==> config.mk <==
export PLATFORM = sky130hd
export DESIGN_NAME = dbg_ahb_master
export DESIGN_NICKNAME = d
export VERILOG_FILES = /design/src/rtl/dbg_pkg.sv /design/src/rtl/dbg_sync.sv /design/src/rtl/dbg_serial_rx.sv /design/src/rtl/dbg_serial_tx.sv /design/src/rtl/dbg_ahb_master.sv
export SDC_FILE = /design/constraint.sdc
export NUM_CORES = 1
export LEC_CHECK = 0
export ABC_AREA = 1
export ABC_CLOCK_PERIOD_IN_PS = 3700
export BUFFER_PORTS_ARGS = -buffer_cell sky130_fd_sc_hd__buf_4
export CAP_MARGIN = 20
export CORE_ASPECT_RATIO = 1.4
export CORE_UTILIZATION = 46
export DETAILED_ROUTE_END_ITERATION = 8
export PLACE_DENSITY = 0.66
export RECOVER_POWER = 100
export SLEW_MARGIN = 30
export SYNTH_ARGS = -nofsm -noshare
export SYNTH_HDL_FRONTEND = slang
export SYNTH_HIERARCHICAL = 1
export SYNTH_SLANG_ARGS = --single-unit
==> constraint.sdc <==
create_clock -name hclk_i -period 3.7 [get_ports hclk_i]
set_clock_uncertainty 0.15 [all_clocks]
set_input_delay 0.555 -clock hclk_i [delete_from_list [all_inputs] [get_ports hclk_i]]
set_output_delay 0.555 -clock hclk_i [all_outputs]
set_load 0.01 [all_outputs]
==> src/rtl/dbg_pkg.sv <==
package dbg_pkg;
  typedef enum logic [2:0] {
    ST_IDLE,
    ST_REQ,
    ST_ADDR,
    ST_DATA,
    ST_RESP
  } dbg_state_e;

  localparam logic [1:0] TR_IDLE      = 2'b00;
  localparam logic [1:0] TR_NONSEQ    = 2'b10;
  localparam logic [2:0] SIZE_WORD    = 3'b010;
  localparam logic [2:0] BURST_SINGLE = 3'b000;
  localparam logic [1:0] RESP_ERR     = 2'b01;
endpackage

==> src/rtl/dbg_sync.sv <==
module dbg_sync #(
  parameter int W = 1
) (
  input  logic         clk_i,
  input  logic         rst_ni,
  input  logic [W-1:0] d_i,
  output logic [W-1:0] q_o
);
  logic [W-1:0] meta_q;

  always_ff @(posedge clk_i or negedge rst_ni) begin
    if (!rst_ni) begin
      meta_q <= '0;
      q_o    <= '0;
    end else begin
      meta_q <= d_i;
      q_o    <= meta_q;
    end
  end
endmodule

==> src/rtl/dbg_serial_rx.sv <==
module dbg_serial_rx #(
  parameter int ADDR_W = 32,
  parameter int DATA_W = 32
) (
  input  logic              clk_i,
  input  logic              rst_ni,
  input  logic              sclk_i,
  input  logic              sdi_i,
  input  logic              sfs_i,
  output logic              rise_o,
  output logic              fs_o,
  output logic              valid_o,
  output logic              rw_o,
  output logic [ADDR_W-1:0] addr_o,
  output logic [DATA_W-1:0] data_o
);
  localparam int CMD_W = 2 + ADDR_W + DATA_W;
  localparam int CNT_W = $clog2(CMD_W + 1);
  localparam logic [CNT_W-1:0] LAST = CNT_W'(CMD_W - 1);
  localparam logic [CNT_W-1:0] FULL = CNT_W'(CMD_W);

  logic [2:0]       s_q;
  logic             sclk_d;
  logic [CMD_W-1:0] sh_q;
  logic [CNT_W-1:0] cnt_q;

  dbg_sync #(.W(3)) u_sync (
    .clk_i (clk_i),
    .rst_ni(rst_ni),
    .d_i   ({sclk_i, sdi_i, sfs_i}),
    .q_o   (s_q)
  );

  assign rise_o = s_q[2] & ~sclk_d;
  assign fs_o   = s_q[0];

  always_ff @(posedge clk_i or negedge rst_ni) begin
    if (!rst_ni) begin
      sclk_d  <= 1'b0;
      sh_q    <= '0;
      cnt_q   <= '0;
      valid_o <= 1'b0;
    end else begin
      sclk_d  <= s_q[2];
      valid_o <= 1'b0;
      if (!fs_o) begin
        cnt_q <= '0;
      end else if (rise_o && cnt_q < FULL) begin
        sh_q  <= {sh_q[CMD_W-2:0], s_q[1]};
        cnt_q <= cnt_q + 1'b1;
        if (cnt_q == LAST) valid_o <= 1'b1;
      end
    end
  end

  assign rw_o   = sh_q[CMD_W-1];
  assign addr_o = sh_q[DATA_W +: ADDR_W];
  assign data_o = sh_q[DATA_W-1:0];

  assert_cmd_pulse_R1: assert property (@(posedge clk_i) disable iff (!rst_ni)
    valid_o |=> !valid_o);
endmodule

==> src/rtl/dbg_serial_tx.sv <==
module dbg_serial_tx #(
  parameter int RSP_W = 33
) (
  input  logic             clk_i,
  input  logic             rst_ni,
  input  logic             load_i,
  input  logic [RSP_W-1:0] data_i,
  input  logic             shift_i,
  output logic             sdo_o,
  output logic             busy_o
);
  localparam int CNT_W = $clog2(RSP_W + 1);

  logic [RSP_W-1:0] sh_q;
  logic [CNT_W-1:0] cnt_q;

  always_ff @(posedge clk_i or negedge rst_ni) begin
    if (!rst_ni) begin
      sh_q  <= '0;
      cnt_q <= '0;
    end else if (load_i) begin
      sh_q  <= data_i;
      cnt_q <= CNT_W'(RSP_W);
    end else if (shift_i && busy_o) begin
      sh_q  <= {sh_q[RSP_W-2:0], 1'b0};
      cnt_q <= cnt_q - 1'b1;
    end
  end

  assign sdo_o  = sh_q[RSP_W-1];
  assign busy_o = cnt_q != '0;

  assert_sdo_hold_R8: assert property (@(posedge clk_i) disable iff (!rst_ni)
    !load_i && !shift_i |=> $stable(sdo_o));
endmodule

==> src/rtl/dbg_ahb_master.sv <==
module dbg_ahb_master
  import dbg_pkg::*;
#(
  parameter int ADDR_W    = 32,
  parameter int DATA_W    = 32,
  parameter int MASTER_W  = 4,
  parameter int MASTER_ID = 1
) (
  input  logic                hclk_i,
  input  logic                rst_ni,
  input  logic                sclk_i,
  input  logic                sdi_i,
  input  logic                sfs_i,
  output logic                sdo_o,
  output logic                busy_o,
  output logic                hbusreq_o,
  input  logic                hgrant_i,
  input  logic [MASTER_W-1:0] hmaster_i,
  input  logic                hready_i,
  input  logic [1:0]          hresp_i,
  input  logic [DATA_W-1:0]   hrdata_i,
  output logic [1:0]          htrans_o,
  output logic [ADDR_W-1:0]   haddr_o,
  output logic                hwrite_o,
  output logic [2:0]          hsize_o,
  output logic [2:0]          hburst_o,
  output logic [DATA_W-1:0]   hwdata_o
);
  localparam int RSP_W = DATA_W + 1;
  localparam logic [MASTER_W-1:0] MY_ID = MASTER_W'(MASTER_ID);

  logic              rx_rise, rx_fs, rx_valid, rx_rw;
  logic [ADDR_W-1:0] rx_addr;
  logic [DATA_W-1:0] rx_data;
  logic              tx_load, tx_shift, tx_busy;
  logic              owned;

  dbg_state_e        state_q, state_d;
  logic              wr_q;
  logic [ADDR_W-1:0] addr_q;
  logic [DATA_W-1:0] wdata_q;

  dbg_serial_rx #(.ADDR_W(ADDR_W), .DATA_W(DATA_W)) u_rx (
    .clk_i  (hclk_i),
    .rst_ni (rst_ni),
    .sclk_i (sclk_i),
    .sdi_i  (sdi_i),
    .sfs_i  (sfs_i),
    .rise_o (rx_rise),
    .fs_o   (rx_fs),
    .valid_o(rx_valid),
    .rw_o   (rx_rw),
    .addr_o (rx_addr),
    .data_o (rx_data)
  );

  assign owned    = hgrant_i && (hmaster_i == MY_ID);
  assign tx_load  = (state_q == ST_DATA) && hready_i && !wr_q;
  assign tx_shift = (state_q == ST_RESP) && rx_rise && !rx_fs;

  dbg_serial_tx #(.RSP_W(RSP_W)) u_tx (
    .clk_i  (hclk_i),
    .rst_ni (rst_ni),
    .load_i (tx_load),
    .data_i ({hrdata_i, hresp_i == RESP_ERR}),
    .shift_i(tx_shift),
    .sdo_o  (sdo_o),
    .busy_o (tx_busy)
  );

  always_comb begin
    state_d = state_q;
    unique case (state_q)
      ST_IDLE: if (rx_valid) state_d = ST_REQ;
      ST_REQ:  if (owned) state_d = ST_ADDR;
      ST_ADDR: if (hready_i) state_d = ST_DATA;
      ST_DATA: if (hready_i) state_d = wr_q ? ST_IDLE : ST_RESP;
      ST_RESP: if (!tx_busy) state_d = ST_IDLE;
      default: state_d = ST_IDLE;
    endcase
  end

  always_ff @(posedge hclk_i or negedge rst_ni) begin
    if (!rst_ni) begin
      state_q <= ST_IDLE;
      wr_q    <= 1'b0;
      addr_q  <= '0;
      wdata_q <= '0;
    end else begin
      state_q <= state_d;
      if (state_q == ST_IDLE && rx_valid) begin
        wr_q    <= rx_rw;
        addr_q  <= rx_addr;
        wdata_q <= rx_data;
      end
    end
  end

  assign busy_o    = state_q != ST_IDLE;
  assign hbusreq_o = (state_q == ST_REQ) || (state_q == ST_ADDR) || (state_q == ST_DATA);
  assign htrans_o  = (state_q == ST_ADDR) ? TR_NONSEQ : TR_IDLE;
  assign haddr_o   = addr_q;
  assign hwrite_o  = wr_q;
  assign hwdata_o  = wdata_q;
  assign hsize_o   = SIZE_WORD;
  assign hburst_o  = BURST_SINGLE;

  assert_req_after_cmd_R1: assert property (@(posedge hclk_i) disable iff (!rst_ni)
    $rose(hbusreq_o) |-> $past(rx_valid));

  assert_own_before_drive_R2: assert property (@(posedge hclk_i) disable iff (!rst_ni)
    htrans_o == TR_NONSEQ |-> hmaster_i == MY_ID);

  assert_addr_hold_R3: assert property (@(posedge hclk_i) disable iff (!rst_ni)
    htrans_o == TR_NONSEQ && !hready_i |=>
      htrans_o == TR_NONSEQ && $stable(haddr_o) && $stable(hwrite_o));

  assert_release_R7: assert property (@(posedge hclk_i) disable iff (!rst_ni)
    $fell(hbusreq_o) |-> $past(hready_i));

  assert_no_retry_R9: assert property (@(posedge hclk_i) disable iff (!rst_ni)
    state_q == ST_DATA && hready_i |=> htrans_o == TR_IDLE);

  assert_ignore_busy_R10: assert property (@(posedge hclk_i) disable iff (!rst_ni)
    busy_o && rx_valid |=> $stable(addr_q) && $stable(wr_q) && $stable(wdata_q));
endmodule

# Yosys cells after proc, flatten, opt, wreduce, memory -nomap -nowiden
# Index checks and enable logic that the tools add are counted.
dict set report totals {
  reg_bits 188
  output_inout_bits 76
  wordCells 65
}
dict set report classes {
  addsub 2
  magnitude_cmp 1
  eq_ne 13
  muxes 17
  bitwise 2
  reduce_logical 18
}
# operator count
set op_table {}
lappend op_table {{two-way mux 33 bit} 2}
lappend op_table {{two-way mux 3 bit} 6}
lappend op_table {{case mux 3 bit (5 select lines)} 1}
lappend op_table {{two-way mux 7 bit} 2}
lappend op_table {{two-way mux 6 bit} 2}
lappend op_table {{logical AND 1 bit} 8}
lappend op_table {{inequality test 2 bit (second input constant)} 4}
lappend op_table {{adder 7 x 1 -> 7 bit (second input constant)} 1}
lappend op_table {{== test 7 bit (second input constant)} 1}
lappend op_table {{< comparator 7 bit (second input constant)} 1}
lappend op_table {{== test 3 x 2 -> 1 bit (second input constant)} 2}
lappend op_table {{nonzero test 6 bit} 1}
lappend op_table {{subtractor 6 x 1 -> 6 bit (second input constant)} 1}
lappend op_table {{AND reduction 5 bit} 1}
lappend op_table {{== test 4 x 1 -> 1 bit (second input constant)} 1}
lappend op_table {{inequality test 2 x 1 -> 1 bit (second input constant)} 2}
lappend op_table {{== test 3 x 1 -> 1 bit (second input constant)} 1}
lappend op_table {{== test 3 bit (second input constant)} 1}
lappend op_table {{zero test 3 bit} 1}
lappend op_table {{two-way mux 1 bit} 3}
lappend op_table {{nonzero test 3 bit} 1}
lappend op_table {{== test 2 x 1 -> 1 bit (second input constant)} 1}
lappend op_table {{zero test 1 bit} 2}
lappend op_table {{logical OR 1 bit} 2}
lappend op_table {{other kinds (5)} 5}

# Logic depth before layout (Yosys ltp)
# Gate-level depths: netlist (run 1).
dict set report logic_depth {
  depth_word 7
  ltp_mapped 12
}

# Modules after synthesis
# The synthesis (run 1) kept the hierarchy.
# module n_inst cells_per_inst area_each_um2 seq_area_each_um2
set by_module_without_submodules {}
lappend by_module_without_submodules {dbg_serial_rx 1 427 3737.3 1876.8}
lappend by_module_without_submodules {dbg_ahb_master 1 321 3020.4 1701.6}
lappend by_module_without_submodules {dbg_serial_tx 1 238 2115.8 975.9}
lappend by_module_without_submodules {dbg_sync 1 6 150.1 150.1}

# Worst setup path before layout (run 1)
# No wires, ideal clock.
dict set report synth_path {
  path_type {reg-to-reg}
  from {reg u_rx.sclk_d}
  to {reg u_tx.sh_q[12]}
  setup_ns 0.125
  t_arrival_ns 1.697
  required_ns 3.425
  path_slack_ns 1.728
  stages_incl_launch_ff 11
  period_less_slack_ns 1.972
  cell_sequence {dfrtp_1 -> nor2_2 -> clkbuf_1 -> nand3_1 -> nor2_1 -> buf_2 -> nand2_4 -> buf_8 -> buf_12 -> nand3_2 -> nand3_1}
}
dict set report synth_between {
  elab_chain_len 6
}
# item line
set synth_lines {}
lappend synth_lines {{start: declaration} dbg_serial_rx.sv:23} ;# logic sclk_d;
lappend synth_lines {{start signal: assignment} dbg_serial_rx.sv:44} ;# sclk_d <= s_q[2];
lappend synth_lines {{inverter 1 bit} dbg_serial_rx.sv:34} ;# assign rise_o = s_q[2] & ~sclk_d;
lappend synth_lines {{AND 1 bit} dbg_serial_rx.sv:34}
lappend synth_lines {{net rx_rise} dbg_ahb_master.sv:32} ;# logic rx_rise, rx_fs, rx_valid, rx_rw;
lappend synth_lines {{logical AND 1 bit (2 in series)} dbg_ahb_master.sv:59} ;# assign tx_shift = (state_q == ST_RESP) && rx_rise && !rx_fs;
lappend synth_lines {{net tx_shift} dbg_ahb_master.sv:35} ;# logic tx_load, tx_shift, tx_busy;
lappend synth_lines {{logical AND 1 bit} dbg_serial_tx.sv:24} ;# end else if (shift_i && busy_o) begin
lappend synth_lines {{nonzero test 2 bit (no source line)} n/a}
lappend synth_lines {{end signal: assignment} dbg_serial_tx.sv:22} ;# sh_q <= data_i;
lappend synth_lines {{end signal: assignment} dbg_serial_tx.sv:25} ;# sh_q <= {sh_q[RSP_W-2:0], 1'b0};
lappend synth_lines {{end: declaration} dbg_serial_tx.sv:14} ;# logic [RSP_W-1:0] sh_q;
# The timed path passes the listed nets, and every way through them passes these cells.
# A chain may end at the register's enable or synchronous reset.

# Worst setup path in the final report (run 1)
dict set report layout_path {
  from {reg u_tx.cnt_q[0]}
  to {reg u_tx.cnt_q[0]}
}
dict set report layout_between {
  elab_chain_len 3
}
# item line
set layout_lines {}
lappend layout_lines {{start: declaration} dbg_serial_tx.sv:15} ;# logic [CNT_W-1:0] cnt_q;
lappend layout_lines {{start signal: assignment} dbg_serial_tx.sv:23} ;# cnt_q <= CNT_W'(RSP_W);
lappend layout_lines {{start signal: assignment} dbg_serial_tx.sv:26} ;# cnt_q <= cnt_q - 1'b1;
lappend layout_lines {{nonzero test 6 bit} dbg_serial_tx.sv:31} ;# assign busy_o = cnt_q != '0;
lappend layout_lines {{net tx_busy} dbg_ahb_master.sv:35}
lappend layout_lines {{logical AND 1 bit} dbg_serial_tx.sv:24}
lappend layout_lines {{nonzero test 2 bit (no source line)} n/a}
# The timed path passes the listed nets, and every way through them passes these cells. The select of a mux whose other input is x is not followed.

==> results of run 1 <==
## critical path: cells and delay by family, from the launching register on
family,cells,cell delay [ps]
simple gates,5,1620
flops,1,380
buf+inv,2,210
fa+ha+maj,1,200
compound gates,1,150
## synthesized netlist by cell type
library cell / number / area share [%]
ha_1: 4 / 0.55
o21ai_0: 5 / 0.28
nand3_1: 70 / 3.9
buf_1: 3 / 0.12
dfrtp_1: 188 / 52
inv_2: 1 / 0.042
buf_8: 1 / 0.17
buf_2: 19 / 1.1
nor2_2: 2 / 0.14
o21ai_1: 31 / 1.7
buf_4: 72 / 6.0
nand4_1: 107 / 7.4
nand2_4: 2 / 0.25
buf_12: 2 / 0.44
o21bai_1: 1 / 0.083
nand3b_1: 1 / 0.083
a21oi_1: 2 / 0.11
buf_6: 15 / 1.9
nand3_2: 22 / 2.4
xor2_1: 2 / 0.19
inv_1: 84 / 3.5
nor2_1: 19 / 0.79
o21ai_2: 35 / 3.4
nand2_1: 265 / 11
nand3_4: 2 / 0.39
conb_1: 2 / 0.083
nand2_2: 6 / 0.42
nor2_4: 2 / 0.25
clkbuf_1: 26 / 1.1
xnor2_1: 1 / 0.097
## cell usage in the layout, fill, tap and decap left out
cell        instances
o21ai_0            62
xor2_1              2
clkinv_4            2
clkbuf_16          17
nand3_1            72
inv_1              85
nand2_1           268
nor2_1             20
dfrtp_2             1
clkinvlp_4          3
nor2_4              2
clkbuf_8            1
clkbuf_4            3
nand4_1           107
nand3_4             1
conb_1              7
bufinv_16           3
a21oi_1             2
inv_8               4
inv_6               3
nand2_2             5
ha_1                4
nand3b_1            1
nor2_2              1
clkbuf_1           70
o21bai_1            1
o21ai_1             4
dfrtp_1           187
clkbuf_2            2
buf_4              47
xnor2_1             1
nand3_2            21
o21ai_2             5
## metrics by stage
step                      cell area (sq um)  instances  power, W  hold slack, ps  utilization [%]
after floorplan                        9040        997   0.00311             109                -
after global routing                   9520       1262   0.00543            82.3             49.6
after detailed placement               9340       1230   0.00333             185             48.6
after global placement                 9340       1230   0.00331             184             48.6
after CTS                              9960       1262   0.00529            59.4             51.8
final                                  9520       1262   0.00518            70.8             49.6
## registers in the layout, indices dropped and copies added, names as in the netlist
name and flops:
hwrite_o 1, u_rx/sclk_d 1, u_rx/u_sync/q_o 3, u_rx/valid_o 1
u_rx/u_sync/meta_q 3, haddr_o 32, hwdata_o 32, u_rx/cnt_q 7
u_rx/sh_q 66, u_tx/sh_q 33, u_tx/cnt_q 6, state_q 3
## how the worst max path moves through the flow
stage | start | endpoint
2_1_floorplan | u_rx/sclk_d | u_tx/sh_q[12]
3_3_place_gp | u_tx/cnt_q[0] | u_tx/cnt_q[0]
3_5_place_dp | u_tx/cnt_q[0] | u_tx/cnt_q[0]
4_1_cts | u_tx/cnt_q[0] | u_tx/cnt_q[0]
5_1_grt | u_tx/cnt_q[0] | u_tx/cnt_q[0]
6_report | u_tx/cnt_q[0] | u_tx/cnt_q[0]
## kinds of logic (layout without fill, tap and decap cells)
group / Yosys count / in the layout / share of synthesized area [%]
compound gates: 74 / 74 / 5.59
other cells: 2 / 7 / 0.0832
simple gates: 498 / 498 / 27.1
buf+inv: 223 / 240 / 14.3
flops: 188 / 188 / 52.1
xor+xnor: 3 / 3 / 0.291
fa+ha+maj: 4 / 4 / 0.555
## final cells by class
cell class	count	area, sq um	area share [%]
clock buffers	17	425	4.47
repair buffers	123	662	6.95
well taps	248	310	3.26
flip-flops and latches	188	4710	49.4
inverters	85	319	3.35
multi-input cells	586	2900	30.5
clock inverters	15	201	2.12
## metal layers
layer | track usage, % | share of wire [%] | wire, um | vias up
met4 | 5.74 | 1.2 | 218 | 0
met3 | 3.17 | 3.4 | 590 | 15
met1 | 23.4 | 45 | 7980 | 3160
met2 | 30.5 | 50 | 8790 | 118
li1 | - | - | - | 3178
met5 | 0 | 0 | 0 | -
## report_power, final
part,internal (W),leakage [nW],switching (W)
clock network,0.00109,0.298,0.000842
logic,0.000299,1.75,0.000479
registers,0.00229,2.55,0.000182
total,0.00368,4.60,0.00150
==> impl_metrics.json, run 1 <==
{
  "final_nets": 1050,
  "ff2ff_setup_slack_ps": 860,
  "maxCapViolations": 2,
  "status": "finished, violations left",
  "synth_warnings": 6,
  "die_area_sq_um": 20200,
  "timing.fmax_mhz": 353,
  "dpl.hpwl_um": 10500,
  "end_kind": "register",
  "fillers": 1981,
  "arrival_ps": 2990,
  "cts_buffers": 17,
  "die_h_um": 168,
  "gp_congestion": 0.827,
  "cpPeakStageDelay_ps": 830,
  "grt_pass1_vias": 6130,
  "netlist_area_sq_um": 9020,
  "clockBufferDepth": 2,
  "leakagePower_nw": 4.60,
  "clockRootBuffer": "clkbuf_16",
  "critical_path_required_ps": 3860,
  "timing.slew.headroom_pct": -8.27,
  "synth.distinct_cells": 30,
  "path_clk_slew_ps": 70,
  "drive_gt1_share_pct": 11.9,
  "start_kind": "register",
  "setup_slack_ps": 864,
  "drtPass1Iterations": 7,
  "crit_path_top_delay_cell": "nand2_2",
  "cts_tree": "yes",
  "cts_setup_buffers": 0,
  "ys_ff_latch": 188,
  "hp-class": "input pin to asynchronous set/reset pin",
  "vias": 6471,
  "track_usage_pct": 18.1,
  "slew_violations": 31,
  "seq_area_frac_synth_pct": 52.1,
  "crit-reg2reg-launch": "u_tx/cnt_q[0]",
  "finalSetupTns_ps": 0,
  "irDropWorstVdd_uv": 289,
  "reg2reg_depth": 9,
  "rows": 60,
  "powerDensity_nw_per_um2": 544,
  "cts_max_level": 4,
  "rsz0062_at_grt": "no",
  "setup_viol": 0,
  "die_w_um": 120,
  "wirelength_um": 17600,
  "io_buffers": 113,
  "drtIter0Drc": 613,
  "dp_worst_setup_slack_ps": 1190,
  "grt_max_degree": 104,
  "n_antenna_cell": 0,
  "area_delta_synth_final_pct": 5.55,
  "grt_first_pass_wirelength_um": 29500,
  "worst_pin_slew_ps": 1620,
  "clk_latency_ps": 430,
  "wl_per_cell_um": 13.9,
  "period_share_pct": 76.6,
  "synthesis.instances": 992,
  "drcViolationCount": 0,
  "core-area_sq_um": 19200,
  "initial_core_util_pct": 47.0,
  "antenna_found_initial": 0,
  "min_period_ps": 2840,
  "gr-total-overflow": 0,
  "final_hold_viol_count": 0,
  "synth_area_per_cell_sq_um": 9.10,
  "ctsHoldBuffers": 0,
  "r2r_end": "u_tx/cnt_q[0]",
  "vias_per_cell": 5.13,
  "path_max_fanout": 38,
  "path_cells": "inv_1, ha_1, inv_1, nor2_1, nand3_4, nand2_2, nand2_2, o21ai_0, nand2_1",
  "ctsResizeCount": 0,
  "clkSinkCount": 188,
  "antenna_left": 0,
  "io_pins": 121,
  "violations": "max-capacitance violations, max-slew violations",
  "path_class": "register to register"
}
Note: power is estimated with default switching activity, not from simulation.
==> inputs of run 2 (changes only) <==
Settings changed: ABC_CLOCK_PERIOD_IN_PS 3700 to 2250, PLACE_DENSITY 0.66 to 0.69.
Clock period 3.7 ns to 2.25 ns, I/O delays scaled along.
==> run 2 against run 1 <==
Against the previous run: the run now ends clean; routed wire length grew 3.8%; register-to-register slack lost 620 ps; design area grew 4.7%; non-clock buffer count grew 47; worst setup slack lost 620 ps; sequential power grew 65%; fmax grew 41%; largest power group unchanged.
==> impl_metrics.json, run 2 (synthesized netlist as in run 1, its figures left out) <==
{
  "status": "finished, final reports clean",
  "path_cells": "nor2_1, nand3_1, nor2_2, buf_2, nand4_1, nand2_1, a21oi_1",
  "slew_violations": 0,
  "worst_pin_slew_ps": 1260,
  "finalSetupTns_ps": 0,
  "grt_first_pass_wirelength_um": 31500,
  "irDropWorstVdd_uv": 482,
  "largest_reg_flops": 66,
  "wl_per_cell_um": 13.9,
  "die_h_um": 168,
  "final_nets": 1097,
  "cpPeakStageDelay_ps": 540,
  "critical_path_required_ps": 2410,
  "stdcell_count": 1309,
  "initial_core_util_pct": 47.0,
  "dp_cells": 1242,
  "cts_setup_buffers": 0,
  "hp-class": "input pin to register",
  "path_clk_slew_ps": 70,
  "ctsResizeCount": 0,
  "rsz0062_at_grt": "no",
  "swShare_pct": 29.6,
  "cp.depth": 7,
  "drcViolationCount": 0,
  "maxCapViolations": 0,
  "leakagePower_nw": 4.81,
  "p_comb_share_pct": 16.8,
  "die_w_um": 120,
  "cts_max_level": 4,
  "clockBufferDepth": 2,
  "clkSinkCount": 188,
  "vias": 6687,
  "arrival_ps": 2170,
  "die_area_sq_um": 20200,
  "io_pins": 121,
  "crit_family": "simple AND/OR/NAND/NOR gates",
  "wirelength_um": 18200,
  "area_delta_synth_final_pct": 10.5,
  "start_kind": "register",
  "post-route-util_pct": 51.9,
  "dpl.hpwl_um": 11600,
  "vias_per_cell": 5.11,
  "reg2reg_depth": 7,
  "core-area_sq_um": 19200,
  "p_seq_share_pct": 48.5,
  "r2r_end": "u_tx/cnt_q[4]",
  "grt_pass1_vias": 6492,
  "n_antenna_cell": 0,
  "antenna_found_initial": 0,
  "p_int_w": 0.00591,
  "grt_max_degree": 81,
  "track_usage_pct": 19.2,
  "cts_tree": "yes",
  "critPathBufInv": 1,
  "gr-total-overflow": 0,
  "clockRootBuffer": "clkbuf_16",
  "end_kind": "register",
  "layout_commonest_cell": "nand2_1",
  "rows": 60,
  "drtIter0Drc": 441,
  "clk_latency_ps": 430,
  "drtPass1Iterations": 5,
  "drive_gt1_share_pct": 13.0,
  "antenna_left": 0,
  "crit_start": "state_q[0]",
  "endpoint": "u_tx/cnt_q[4]",
  "timing.slew.headroom_pct": 15.9,
  "path_class": "register to register",
  "timing.fmax_mhz": 497,
  "top_register": "u_rx/sh_q",
  "io_buffers": 113,
  "mostFrequentLayoutCells": "nand2_1 (266), dfrtp_1 (187), nand4_1 (107)",
  "reg_top3": "u_rx/sh_q (66), u_tx/sh_q (33)",
  "fillers": 1869,
  "setup_viol": 0,
  "cts_buffers": 17,
  "pwr-share-clk_pct": 34.7,
  "holdWs_ps": 14.1,
  "min_period_ps": 2010,
  "path_max_fanout": 34,
  "crit-reg2reg-launch": "state_q[0]",
  "net-switching-power_w": 0.00249,
  "crit_path_top_delay_cell": "buf_2",
  "ff2ff_setup_slack_ps": 240,
  "gp_congestion": 0.783,
  "period_share_pct": 89.4,
  "final_hold_viol_count": 0,
  "powerDensity_nw_per_um2": 843
}
-- run 2: cell types whose count changed in the layout (fill, tap and decap cells not counted), sizes merged --
cell         change
buf              +9
bufinv           -2
clkbuf           +4
clkinv           +4
clkinvlp         -1
dlygate4sd3     +35
inv              -2
-- run 2: through the flow --
stage	setup WS, ps	power (W)	cell area, sq um
after global placement	445	0.00547	9500
final	239	0.00840	9970
after floorplan	278	0.00511	9040
after detailed placement	394	0.00552	9500
after CTS	350	0.00854	10400
after global routing	101	0.00888	9970
-- run 2: worst min-delay path, cell delays in order --
cell     delay (ps)
buf_4            80
nand2_1          60
nand3_1          80
-- run 2: how the worst min path moves through the flow --
stage | depth (start not counted) | slack [ps] | to | startpoint
finish | 3 | 10 | u_tx/sh_q[13] | hrdata_i[12]
global route | 3 | 10 | u_tx/sh_q[17] | hrdata_i[16]
CTS | 3 | 3 | u_tx/sh_q[17] | hrdata_i[16]
detailed placement | 1 | 170 | haddr_o[16] | rst_ni
global placement | 1 | 170 | haddr_o[16] | rst_ni
floorplan | 0 | -110 | haddr_o[0] | rst_ni
-- run 2: repair_timing --
action                                  4_1_cts  5_1_grt
hold buffers                                 35        0
endpoints found under the hold margin        77        0
endpoints found under the setup margin        0        0
-- run 2: layout make-up --
cell class	count	area [sq um]	share of cell area, %
sequential	188	4710	47.2
multi-input combinational	586	2930	29.4
timing repair buffer	170	1130	11.3
clock buffer	18	439	4.41
inverter	85	319	3.20
tap	248	310	3.11
clock inverter	14	135	1.36
-- run 2: per-layer routing --
metal / part of all wire [%] / wire length, um / global-route usage [%] / up-vias
met2: 50 / 9210 / 32.0 / 145
li1: - / - / - / 3272
met1: 45 / 8210 / 25.4 / 3252
met3: 3.0 / 554 / 3.27 / 18
met5: 0 / 0 / 0 / -
met4: 1.5 / 275 / 6.17 / 0
-- run 2: power groups by stage --
stage               sequential, W  clock, W  combinational (W)
finish                    0.00408   0.00292            0.00141
global route              0.00412   0.00314            0.00161
CTS                       0.00407   0.00301            0.00146
detailed placement        0.00413         0            0.00139
global placement          0.00413         0            0.00134
floorplan                 0.00406         0            0.00105
